==> src/rtl/step_ref_pkg.sv <==
package step_ref_pkg;

    // Running states carry the active mode; wait states hold a deferred expiry.
    typedef enum logic [1:0] {
        ST_FAST      = 2'd0,
        ST_FAST_WAIT = 2'd1,
        ST_SLOW      = 2'd2,
        ST_SLOW_WAIT = 2'd3
    } step_state_t;

    function automatic int unsigned max_u(input int unsigned a, input int unsigned b);
        return (a > b) ? a : b;
    endfunction

endpackage

==> src/rtl/step_ref_divider.sv <==
module step_ref_divider #(
    parameter int unsigned HALF_FAST = 2500,
    parameter int unsigned HALF_SLOW = 5000
) (
    input  logic clk,
    input  logic rst,
    input  logic slow_sel,
    output logic tick
);
    import step_ref_pkg::*;

    localparam int unsigned MAX_HALF = max_u(max_u(HALF_FAST, HALF_SLOW), 2);
    localparam int unsigned CW       = $clog2(MAX_HALF);
    localparam logic [CW-1:0] LIM_FAST = CW'(HALF_FAST - 1);
    localparam logic [CW-1:0] LIM_SLOW = CW'(HALF_SLOW - 1);

    logic [CW-1:0] half_cnt;
    logic [CW-1:0] limit;

    always_comb begin
        limit = slow_sel ? LIM_SLOW : LIM_FAST;
        tick  = (half_cnt == limit);
    end

    always_ff @(posedge clk) begin
        if (rst) begin
            half_cnt <= '0;
        end else if (tick) begin
            half_cnt <= '0;
        end else begin
            half_cnt <= half_cnt + 1'b1;
        end
    end

endmodule

==> src/rtl/step_ref_dwell.sv <==
module step_ref_dwell #(
    parameter int unsigned DWELL = 25_000_000
) (
    input  logic clk,
    input  logic rst,
    output logic hit
);
    localparam int unsigned DW      = $clog2((DWELL < 2) ? 2 : DWELL);
    localparam logic [DW-1:0] LAST  = DW'(DWELL - 1);

    logic [DW-1:0] dwell_cnt;

    assign hit = (dwell_cnt == LAST);

    always_ff @(posedge clk) begin
        if (rst) begin
            dwell_cnt <= '0;
        end else if (hit) begin
            dwell_cnt <= '0;
        end else begin
            dwell_cnt <= dwell_cnt + 1'b1;
        end
    end

endmodule

==> src/rtl/step_ref_fsm.sv <==
module step_ref_fsm (
    input  logic clk,
    input  logic rst,
    input  logic tick,
    input  logic dwell_hit,
    output logic slow_sel,
    output logic switch_now
);
    import step_ref_pkg::*;

    step_state_t state, state_nx;

    // State register
    always_ff @(posedge clk) begin
        if (rst) begin
            state <= ST_FAST;
        end else begin
            state <= state_nx;
        end
    end

    // Transitions: switch, defer, hold
    always_comb begin
        state_nx = state;
        unique case (state)
            ST_FAST: begin
                if (tick && dwell_hit)  state_nx = ST_SLOW;
                else if (dwell_hit)     state_nx = ST_FAST_WAIT;
            end
            ST_FAST_WAIT: begin
                if (tick)               state_nx = ST_SLOW;
            end
            ST_SLOW: begin
                if (tick && dwell_hit)  state_nx = ST_FAST;
                else if (dwell_hit)     state_nx = ST_SLOW_WAIT;
            end
            ST_SLOW_WAIT: begin
                if (tick)               state_nx = ST_FAST;
            end
        endcase
    end

    // Outputs
    always_comb begin
        slow_sel   = 1'b0;
        switch_now = 1'b0;
        unique case (state)
            ST_FAST: begin
                switch_now = tick && dwell_hit;
            end
            ST_FAST_WAIT: begin
                switch_now = tick;
            end
            ST_SLOW: begin
                slow_sel   = 1'b1;
                switch_now = tick && dwell_hit;
            end
            ST_SLOW_WAIT: begin
                slow_sel   = 1'b1;
                switch_now = tick;
            end
        endcase
    end

endmodule

==> src/rtl/step_ref_gen.sv <==
module step_ref_gen #(
    parameter int unsigned HALF_FAST = 2500,
    parameter int unsigned HALF_SLOW = 5000,
    parameter int unsigned DWELL     = 25_000_000
) (
    input  logic clk,
    input  logic rst,
    output logic ref_out,
    output logic step_level,
    output logic step_pulse
);
    logic tick;
    logic dwell_hit;
    logic slow_sel;
    logic switch_now;
    logic ref_q, level_q, pulse_q;

    step_ref_divider #(
        .HALF_FAST (HALF_FAST),
        .HALF_SLOW (HALF_SLOW)
    ) u_div (
        .clk      (clk),
        .rst      (rst),
        .slow_sel (slow_sel),
        .tick     (tick)
    );

    step_ref_dwell #(
        .DWELL (DWELL)
    ) u_dwell (
        .clk (clk),
        .rst (rst),
        .hit (dwell_hit)
    );

    step_ref_fsm u_fsm (
        .clk        (clk),
        .rst        (rst),
        .tick       (tick),
        .dwell_hit  (dwell_hit),
        .slow_sel   (slow_sel),
        .switch_now (switch_now)
    );

    always_ff @(posedge clk) begin
        if (rst) begin
            ref_q   <= 1'b0;
            level_q <= 1'b0;
            pulse_q <= 1'b0;
        end else begin
            if (tick) begin
                ref_q <= ~ref_q;
            end
            if (switch_now) begin
                level_q <= ~level_q;
            end
            pulse_q <= switch_now;
        end
    end

    assign ref_out    = ref_q;
    assign step_level = level_q;
    assign step_pulse = pulse_q;

endmodule

==> config.mk <==
export PLATFORM = sky130hd
export DESIGN_NAME = step_ref_gen
export DESIGN_NICKNAME = d
export VERILOG_FILES = /design/src/rtl/step_ref_pkg.sv /design/src/rtl/step_ref_divider.sv /design/src/rtl/step_ref_dwell.sv /design/src/rtl/step_ref_fsm.sv /design/src/rtl/step_ref_gen.sv
export SDC_FILE = /design/constraint.sdc
export NUM_CORES = 1
export LEC_CHECK = 0
export ABC_AREA = 1
export BUFFER_PORTS_ARGS = -buffer_cell sky130_fd_sc_hd__buf_2
export CAP_MARGIN = 20
export CORE_ASPECT_RATIO = 1.4
export CORE_MARGIN = 5
export CORE_UTILIZATION = 40
export CTS_BUF_LIST = sky130_fd_sc_hd__clkbuf_16
export DETAILED_ROUTE_END_ITERATION = 6
export HOLD_SLACK_MARGIN = 0.06
export PLACE_DENSITY_LB_ADDON = 0.25
export RECOVER_POWER = 25
export SYNTH_ARGS = -nofsm -noshare
export SYNTH_HDL_FRONTEND = slang
export SYNTH_SLANG_ARGS = --single-unit
==> constraint.sdc <==
create_clock -name clk -period 1.8 [get_ports clk]
set_input_delay 0.18 -clock clk [delete_from_list [all_inputs] [get_ports clk]]
set_output_delay 0.18 -clock clk [all_outputs]
set_load 0.01 [all_outputs]
==> flow_summary.ini, run 1 <==
[global_routing]
grt_pass1_vias = 1809
grt_max_degree = 25
grt_overflow_total = 0
grt_util_all_layers_pct = 14.16
antenna_found_initial = 0
grt_pass1_wl_mm = 7.990

[power_and_ir_drop]
leakage_nw = 0.8307
vdd_drop_max_uv = 383.4
p_per_area_nw_per_um2 = 860.7
p_total_mw = 2.165

[logic_synthesis]
syn_area_per_cell_um2 = 7.127
netlist_area_um2 = 2231
syn_nets = 317
ys_seq_elements = 43
synthCells = 313
yosysSeqAreaShare_pct = 38.59
ys_types = 29
yosysWarningCount = 0

[route]
viasPerCell = 4.779
vias = 1883
antenna_left = 0
drc_errors = 0
drt_iter0_drc = 127
drt-total-wl_mm = 4.656
detail_route.wl_per_cell_um = 11.82
firstDrtPassIters = 5

[layout]
layout_common_cells = 69 x nand2_1, 46 x nor2_1, 43 x inv_1, 43 x dfxtp_1, 23 x nand3_1
final_common_cell = nand2_1
fin_nets = 329
areaGrowthSynthToFinish_pct = 12.73
drive_gt1_share_pct = 13.19
antenna_cells = 0
num-fill-cells = 548

[sta]
finalHoldViolCount = 0
finClkSkew_ps = 8.459
rsz0062_at_grt = false
slew_headroom_pct = 77.10
fmax_mhz = 633.2
min_period_over_period_pct = 87.74
fin_crit_ps = 1579
fin_tns_setup_ps = 0
worstMarginPinSlew_ps = 341.0
maxSlewViolCount = 0
setup_viol = 0

[worst_setup_path]
worstPathArrival_ps = 1730
cp_slowest_stage_delay_ps = 380
required_ps = 1950
path_class = register to register
start_kind = register
cp_slowest_cell = dfxtp_1
crit_fanout = 24
cp_cell_sequence = ha_1 > nand2_1 > nor2_2 > nand3_2 > nand2_4 > nor3_1
cp-end-kind = register

[floorplan]
fp.dieH_um = 98.36
start_util_pct = 40.67
io_pins = 5
row_count = 32
die_w_um = 73.12
core-area_um2 = 5485
dieArea_um2 = 7192

[clocking]
clock_latency_ps = 280
cts_tree = yes
cts_setup_buffers = 0
path_clk_slew_ps = 60
hold_buffers = 1
cts_sinks = 43
numCtsBuffers = 5
root_buffer = clkbuf_16
clockBufferDepth = 2
cts-resized-gates = 0
cts_max_level = 2

[hold_path]
hold_path_class = register to register

[placement]
io_buffers = 4
place.gp.congestion = 0.8918
hpwl_mm = 3.631

[job]
cap_violations = 0

[run_status]
status = finished clean
## path summary, 6_finish.rpt
kind	from	to	slack, ps	cells past startpoint
max	u_dwell.dwell_cnt[0]$_SDFF_PP0_	u_dwell.dwell_cnt[11]$_SDFF_PP0_	220	6
min	u_div.half_cnt[0]$_SDFF_PP0_	u_div.half_cnt[0]$_SDFF_PP0_	460	1
max reg2reg	u_dwell.dwell_cnt[0]$_SDFF_PP0_	u_dwell.dwell_cnt[11]$_SDFF_PP0_	220	6
min reg2reg	u_div.half_cnt[0]$_SDFF_PP0_	u_div.half_cnt[0]$_SDFF_PP0_	460	1
## sequential cells by signal, summed over array words and instances, names as in the netlist
| signal | count |
|---|---|
| u_dwell.dwell_cnt | 25 |
| ref_out | 1 |
| step_pulse | 1 |
| step_level | 1 |
| u_div.half_cnt | 13 |
| u_fsm.state | 2 |
## Yosys cell counts
library cell,instances,share of area [%]
a21oi_1,11,2.5
a21oi_2,8,3.1
a31oi_1,1,0.28
buf_2,1,0.22
buf_6,1,0.50
buf_8,1,0.67
dfxtp_1,43,39
ha_1,2,1.1
inv_1,42,7.1
inv_2,1,0.17
nand2_1,69,12
nand2_2,6,1.7
nand2_4,1,0.50
nand3_1,23,5.2
nand3_2,1,0.45
nand3b_1,1,0.34
nand4_1,6,1.7
nor2_1,45,7.6
nor2_2,6,1.7
nor2_4,3,1.5
nor3_1,13,2.9
nor3_2,6,2.7
nor3_4,1,0.73
nor3b_1,3,1.0
nor4_1,1,0.28
o21ai_0,4,0.90
o21bai_1,1,0.34
xnor2_1,5,2.0
xor2_1,7,2.7
## routing by layer
layer  wire length (µm)  GRT usage, %  vias up
li1                   -             -     1015
met1               1962         15.42      843
met2               2520         25.98       17
met3                 71         2.781        8
met4                102         5.398        0
met5                  0             0        -
## cell families after synthesis
logic type	count (synthesis)	synth area share, %
DFF	43	38.59
xor gates and xnor gates	12	4.711
and+or+nand+nor	185	39.82
buffers and inverters	46	8.636
adders and majority gates	2	1.122
AOI/OAI and AO/OA	25	7.123
## metrics by stage
| step | utilization (%) | hold WS, ps | setup slack [ps] | cell area [µm²] | std cells |
|---|---|---|---|---|---|
| 2_1_floorplan | - | 251.6 | 409.9 | 2231 | 313 |
| 3_3_place_gp | 42.43 | 349.8 | 266.7 | 2327 | 385 |
| 3_5_place_dp | 42.43 | 352.5 | 217.7 | 2327 | 385 |
| 4_1_cts | 46.05 | 460.1 | 199.4 | 2526 | 394 |
| 5_1_grt | 45.85 | 486.0 | 69.44 | 2515 | 394 |
| 6_report | 45.85 | 456.2 | 220.7 | 2515 | 394 |
## critical path: cells and delay by family, from the launching register on
kind	cells	cell delay, ps
AND/OR/NAND/NOR	5	840
adder cells (fa/ha/maj)	1	220
flip-flops	1	380
## power by group
group / switching, mW / total [mW] / leakage (nW) / internal [mW]
combinational: 0.0325 / 0.0484 / 0.388 / 0.0159
clock: 0.354 / 1.14 / 0.0952 / 0.790
sequential: 0.00945 / 0.972 / 0.347 / 0.963
total: 0.396 / 2.16 / 0.831 / 1.77
## area by class of cell
cell class	instances	area [µm²]	share of cell area [%]
Multi-Input combinational cell	224	1170	46.52
Tap cell	68	85.08	3.383
Clock inverter	3	63.81	2.537
Timing Repair Buffer	8	48.80	1.940
Clock buffer	5	125.1	4.975
Inverter	43	161.4	6.418
Sequential cell	43	860.8	34.23
No activity file was read; power rests on OpenSTA's default activity.
==> run 2, diff against run 1 <==
BUFFER_PORTS_ARGS = -buffer_cell sky130_fd_sc_hd__buf_4   (was -buffer_cell sky130_fd_sc_hd__buf_2)
RECOVER_POWER = 50   (was 25)
==> flow_summary.ini, run 2 (synthesized netlist as in run 1, its figures left out) <==
[route]
drt-total-wl_mm = 4.506
detail_route.wl_per_cell_um = 11.52
drt_iter0_drc = 76
firstDrtPassIters = 5
vias = 1884
antenna_left = 0
drc_errors = 0
viasPerCell = 4.818

[layout]
areaGrowthSynthToFinish_pct = 9.590
final_common_cell = nand2_1
antenna_cells = 0
largest_reg_flops = 25
fin_nets = 328
top_regs = u_dwell.dwell_cnt: 25 flops, u_div.half_cnt: 13 flops, u_fsm.state: 2 flops
layoutNonFillerInstCount = 391
drive_gt1_share_pct = 12.07
num-fill-cells = 560
regMostFlops = u_dwell.dwell_cnt
layout_common_cells = 70 x nand2_1, 46 x nor2_1, 43 x inv_1, 43 x dfxtp_1, 23 x nand3_1

[sta]
slew_headroom_pct = 76.05
finalHoldViolCount = 0
fmax_mhz = 626.0
setup_viol = 0
fin_tns_setup_ps = 0
worstMarginPinSlew_ps = 356.5
finClkSkew_ps = 3.966
maxSlewViolCount = 0
min_period_over_period_pct = 88.75
rsz0062_at_grt = false
fin_crit_ps = 1597

[worst_setup_path]
cp_slowest_cell = dfxtp_1
cp-end-kind = register
worstPathArrival_ps = 1750
start_kind = register
path_buf_inv = 0
cp_slowest_stage_delay_ps = 400
reg2reg_from = u_dwell.dwell_cnt[0]$_SDFF_PP0_
crit_fanout = 24
crit_family = simple AND/OR/NAND/NOR gates
crit_start = u_dwell.dwell_cnt[0]$_SDFF_PP0_
required_ps = 1950
path_class = register to register
cp_cell_sequence = ha_1 > nand2_1 > nor2_2 > nand3_2 > nand2_4 > nor3_1

[placement]
dp.cells = 384
hpwl_mm = 3.452
io_buffers = 4
place.gp.congestion = 0.9042

[clocking]
cts_tree = yes
cts_max_level = 2
cts_sinks = 43
cts_setup_buffers = 0
numCtsBuffers = 5
root_buffer = clkbuf_16
clockBufferDepth = 2
clock_latency_ps = 280
path_clk_slew_ps = 60

[global_routing]
grt_overflow_total = 0
antenna_found_initial = 0
grt_pass1_wl_mm = 7.762
grt_pass1_vias = 1865
grt_max_degree = 25
grt_util_all_layers_pct = 13.44

[floorplan]
start_util_pct = 40.67
dieArea_um2 = 7192
fp.dieH_um = 98.36
row_count = 32
die_w_um = 73.12
core-area_um2 = 5485
io_pins = 5

[power_and_ir_drop]
p_total_mw = 1.859
p_per_area_nw_per_um2 = 760.2
leakage_nw = 0.7977
vdd_drop_max_uv = 487.5

[job]
cap_violations = 0

[hold_path]
hp-start = u_div.half_cnt[0]$_SDFF_PP0_
hold_path_class = register to register

[run_status]
status = finished clean
run 2: path summary, 6_finish.rpt:
kind | endpoint | slack [ps] | depth (start not counted)
worst max register to register | u_dwell.dwell_cnt[12]$_SDFF_PP0_ | 200 | 6
worst min register to register | u_div.half_cnt[0]$_SDFF_PP0_ | 450 | 1
worst max-delay path | u_dwell.dwell_cnt[12]$_SDFF_PP0_ | 200 | 6
worst min-delay path | u_div.half_cnt[0]$_SDFF_PP0_ | 450 | 1
run 2: report_power, final:
part	switching (mW)	total [mW]	internal, mW
Sequential	0.00994	0.973	0.963
Combinational	0.0322	0.0479	0.0158
Clock	0.345	0.838	0.493
run 2: layer usage:
layer	vias up	track usage, %	share of wire (%)
met1	845	14.04	42
met5	-	0	0
met4	0	4.261	1.4
met3	5	2.575	2.4
li1	1009	-	-
met2	25	25.78	54
run 2: final cells by class:
cell class | count | area [µm²] | area share, %
sequential | 43 | 860.8 | 35.21
inverter | 43 | 161.4 | 6.602
clock buffer | 5 | 125.1 | 5.118
clock inverter | 1 | 3.754 | 0.1535
timing repair buffer | 7 | 41.29 | 1.689
multi-input combinational | 224 | 1167 | 47.75
tap | 68 | 85.08 | 3.480
run 2: worst register-to-register path: stages (launching register included):
cell and delay, ps:
dfxtp_1 400, ha_1 220, nand2_1 150, nor2_2 150, nand3_2 150, nand2_4 300
nor3_1 110
run 2: timing repair:
action | CTS | global route
gates resized for setup | 0 | 0
hold buffers | 1 | 0
hold endpoints to repair | 1 | 0
run 2: per-stage QoR:
stage / util [%] / setup slack, ps / area, µm² / hold WS, ps
after floorplan: - / 409.9 / 2231 / 251.6
after global placement: 42.47 / 275.4 / 2330 / 346.2
after detailed placement: 42.47 / 184.6 / 2330 / 350.0
after CTS: 45.00 / 179.9 / 2469 / 452.5
after global routing: 44.57 / 23.76 / 2445 / 462.0
final: 44.57 / 202.5 / 2445 / 448.5
==> run 3, diff against run 2 <==
CORE_ASPECT_RATIO = 0.8   (was 1.4)
SLEW_MARGIN = 20   (was unset)
==> flow_summary.ini, run 3 (synthesized netlist as in run 1, its figures left out) <==
[route]
firstDrtPassIters = 4
viasPerCell = 4.732
antenna_left = 0
drt_iter0_drc = 121
detail_route.wl_per_cell_um = 10.96
drt-total-wl_mm = 4.417
vias = 1907
drc_errors = 0

[global_routing]
grt_max_degree = 25
grt_overflow_total = 0
grt_pass1_wl_mm = 7.941
antenna_found_initial = 0
grt_util_all_layers_pct = 13.73
grt_pass1_vias = 1794

[worst_setup_path]
crit_fanout = 24
cp-end-kind = register
worstPathArrival_ps = 1720
required_ps = 1950
start_kind = register
path_class = register to register

[clocking]
cts-resized-gates = 0
clock_latency_ps = 280
path_clk_slew_ps = 60
clockBufferDepth = 2
cts_max_level = 2
numCtsBuffers = 5
cts_setup_buffers = 0
root_buffer = clkbuf_16
cts_tree = yes
cts_sinks = 43

[layout]
num-fill-cells = 564
regMostFlops = u_dwell.dwell_cnt
fin_nets = 328
drive_gt1_share_pct = 12.62
largest_reg_flops = 25
areaGrowthSynthToFinish_pct = 12.73
top_regs = u_dwell.dwell_cnt: 25 flops, u_div.half_cnt: 13 flops, u_fsm.state: 2 flops
antenna_cells = 0
final_common_cell = nand2_1
layout_common_cells = 70 x nand2_1, 45 x nor2_1, 43 x inv_1, 43 x dfxtp_1, 23 x nand3_1

[job]
cap_violations = 0

[placement]
io_buffers = 4
hpwl_mm = 3.308
place.gp.congestion = 0.8728

[power_and_ir_drop]
p_total_mw = 2.159
leakage_nw = 0.8095
p_per_area_nw_per_um2 = 858.6
vdd_drop_max_uv = 308.6

[sta]
fin_tns_setup_ps = 0
rsz0062_at_grt = false
fin_crit_ps = 1573
setup_viol = 0
fmax_mhz = 635.8
slew_headroom_pct = 76.14
min_period_over_period_pct = 87.38
finClkSkew_ps = 9.810
worstMarginPinSlew_ps = 355.2
finalHoldViolCount = 0
maxSlewViolCount = 0

[floorplan]
start_util_pct = 41.05
die_w_um = 93.50
fp.dieH_um = 76.80
row_count = 24
io_pins = 5
core-area_um2 = 5435
dieArea_um2 = 7180

[run_status]
status = finished clean

[hold_path]
hold_path_class = register to register
-- run 3: repair_timing --
action                                  CTS  global route
hold endpoints to repair                  1             0
hold buffers                              1             0
endpoints found under the setup margin    0             0
-- run 3: critical path, stage by stage, from the launching register on --
cell	delay [ps]
dfxtp_1	380
ha_1	210
nand2_1	160
nor2_2	150
nand3_2	150
nand2_4	290
nor3_1	100
-- run 3: layer usage --
metal  up-vias  global-route usage (%)  wire length, µm
li1       1015                       -                -
met1       855                   19.39             2395
met2        33                   20.06             1750
met3         4                   3.523              218
met4         0                   4.832               52
met5         -                       0                0
-- run 3: worst paths after layout --
path | from | to | cells after the start | slack (ps)
worst max-delay path | u_dwell.dwell_cnt[0]$_SDFF_PP0_ | u_dwell.dwell_cnt[11]$_SDFF_PP0_ | 6 | 230
worst min-delay path | u_div.half_cnt[0]$_SDFF_PP0_ | u_div.half_cnt[0]$_SDFF_PP0_ | 1 | 440
worst max register to register | u_dwell.dwell_cnt[0]$_SDFF_PP0_ | u_dwell.dwell_cnt[11]$_SDFF_PP0_ | 6 | 230
worst min register to register | u_div.half_cnt[0]$_SDFF_PP0_ | u_div.half_cnt[0]$_SDFF_PP0_ | 1 | 440
-- run 3: power by group --
group / internal, mW / switching, mW
clock: 0.789 / 0.350
combinational: 0.0158 / 0.0316
sequential: 0.963 / 0.00916
-- run 3: metrics by stage --
| step | utilization, % | hold slack (ps) | cells | setup WS (ps) | area (µm²) |
|---|---|---|---|---|---|
| CTS | 46.75 | 448.0 | 403 | 200.2 | 2541 |
| finish | 46.27 | 442.4 | 403 | 227.2 | 2515 |
| floorplan | - | 251.6 | 313 | 409.9 | 2231 |
| global placement | 43.09 | 347.8 | 394 | 272.4 | 2342 |
| global route | 46.27 | 498.2 | 403 | 88.29 | 2515 |
| detailed placement | 43.09 | 349.0 | 394 | 218.1 | 2342 |
-- run 3: cell type report --
class / instances / area (µm²) / share of cell area, %
multi-input cells: 224 / 1165 / 46.32
clock inverters: 3 / 63.81 / 2.537
flip-flops and latches: 43 / 860.8 / 34.23
inverters: 43 / 161.4 / 6.418
repair buffers: 7 / 41.29 / 1.642
clock buffers: 5 / 125.1 / 4.975
well taps: 78 / 97.59 / 3.881
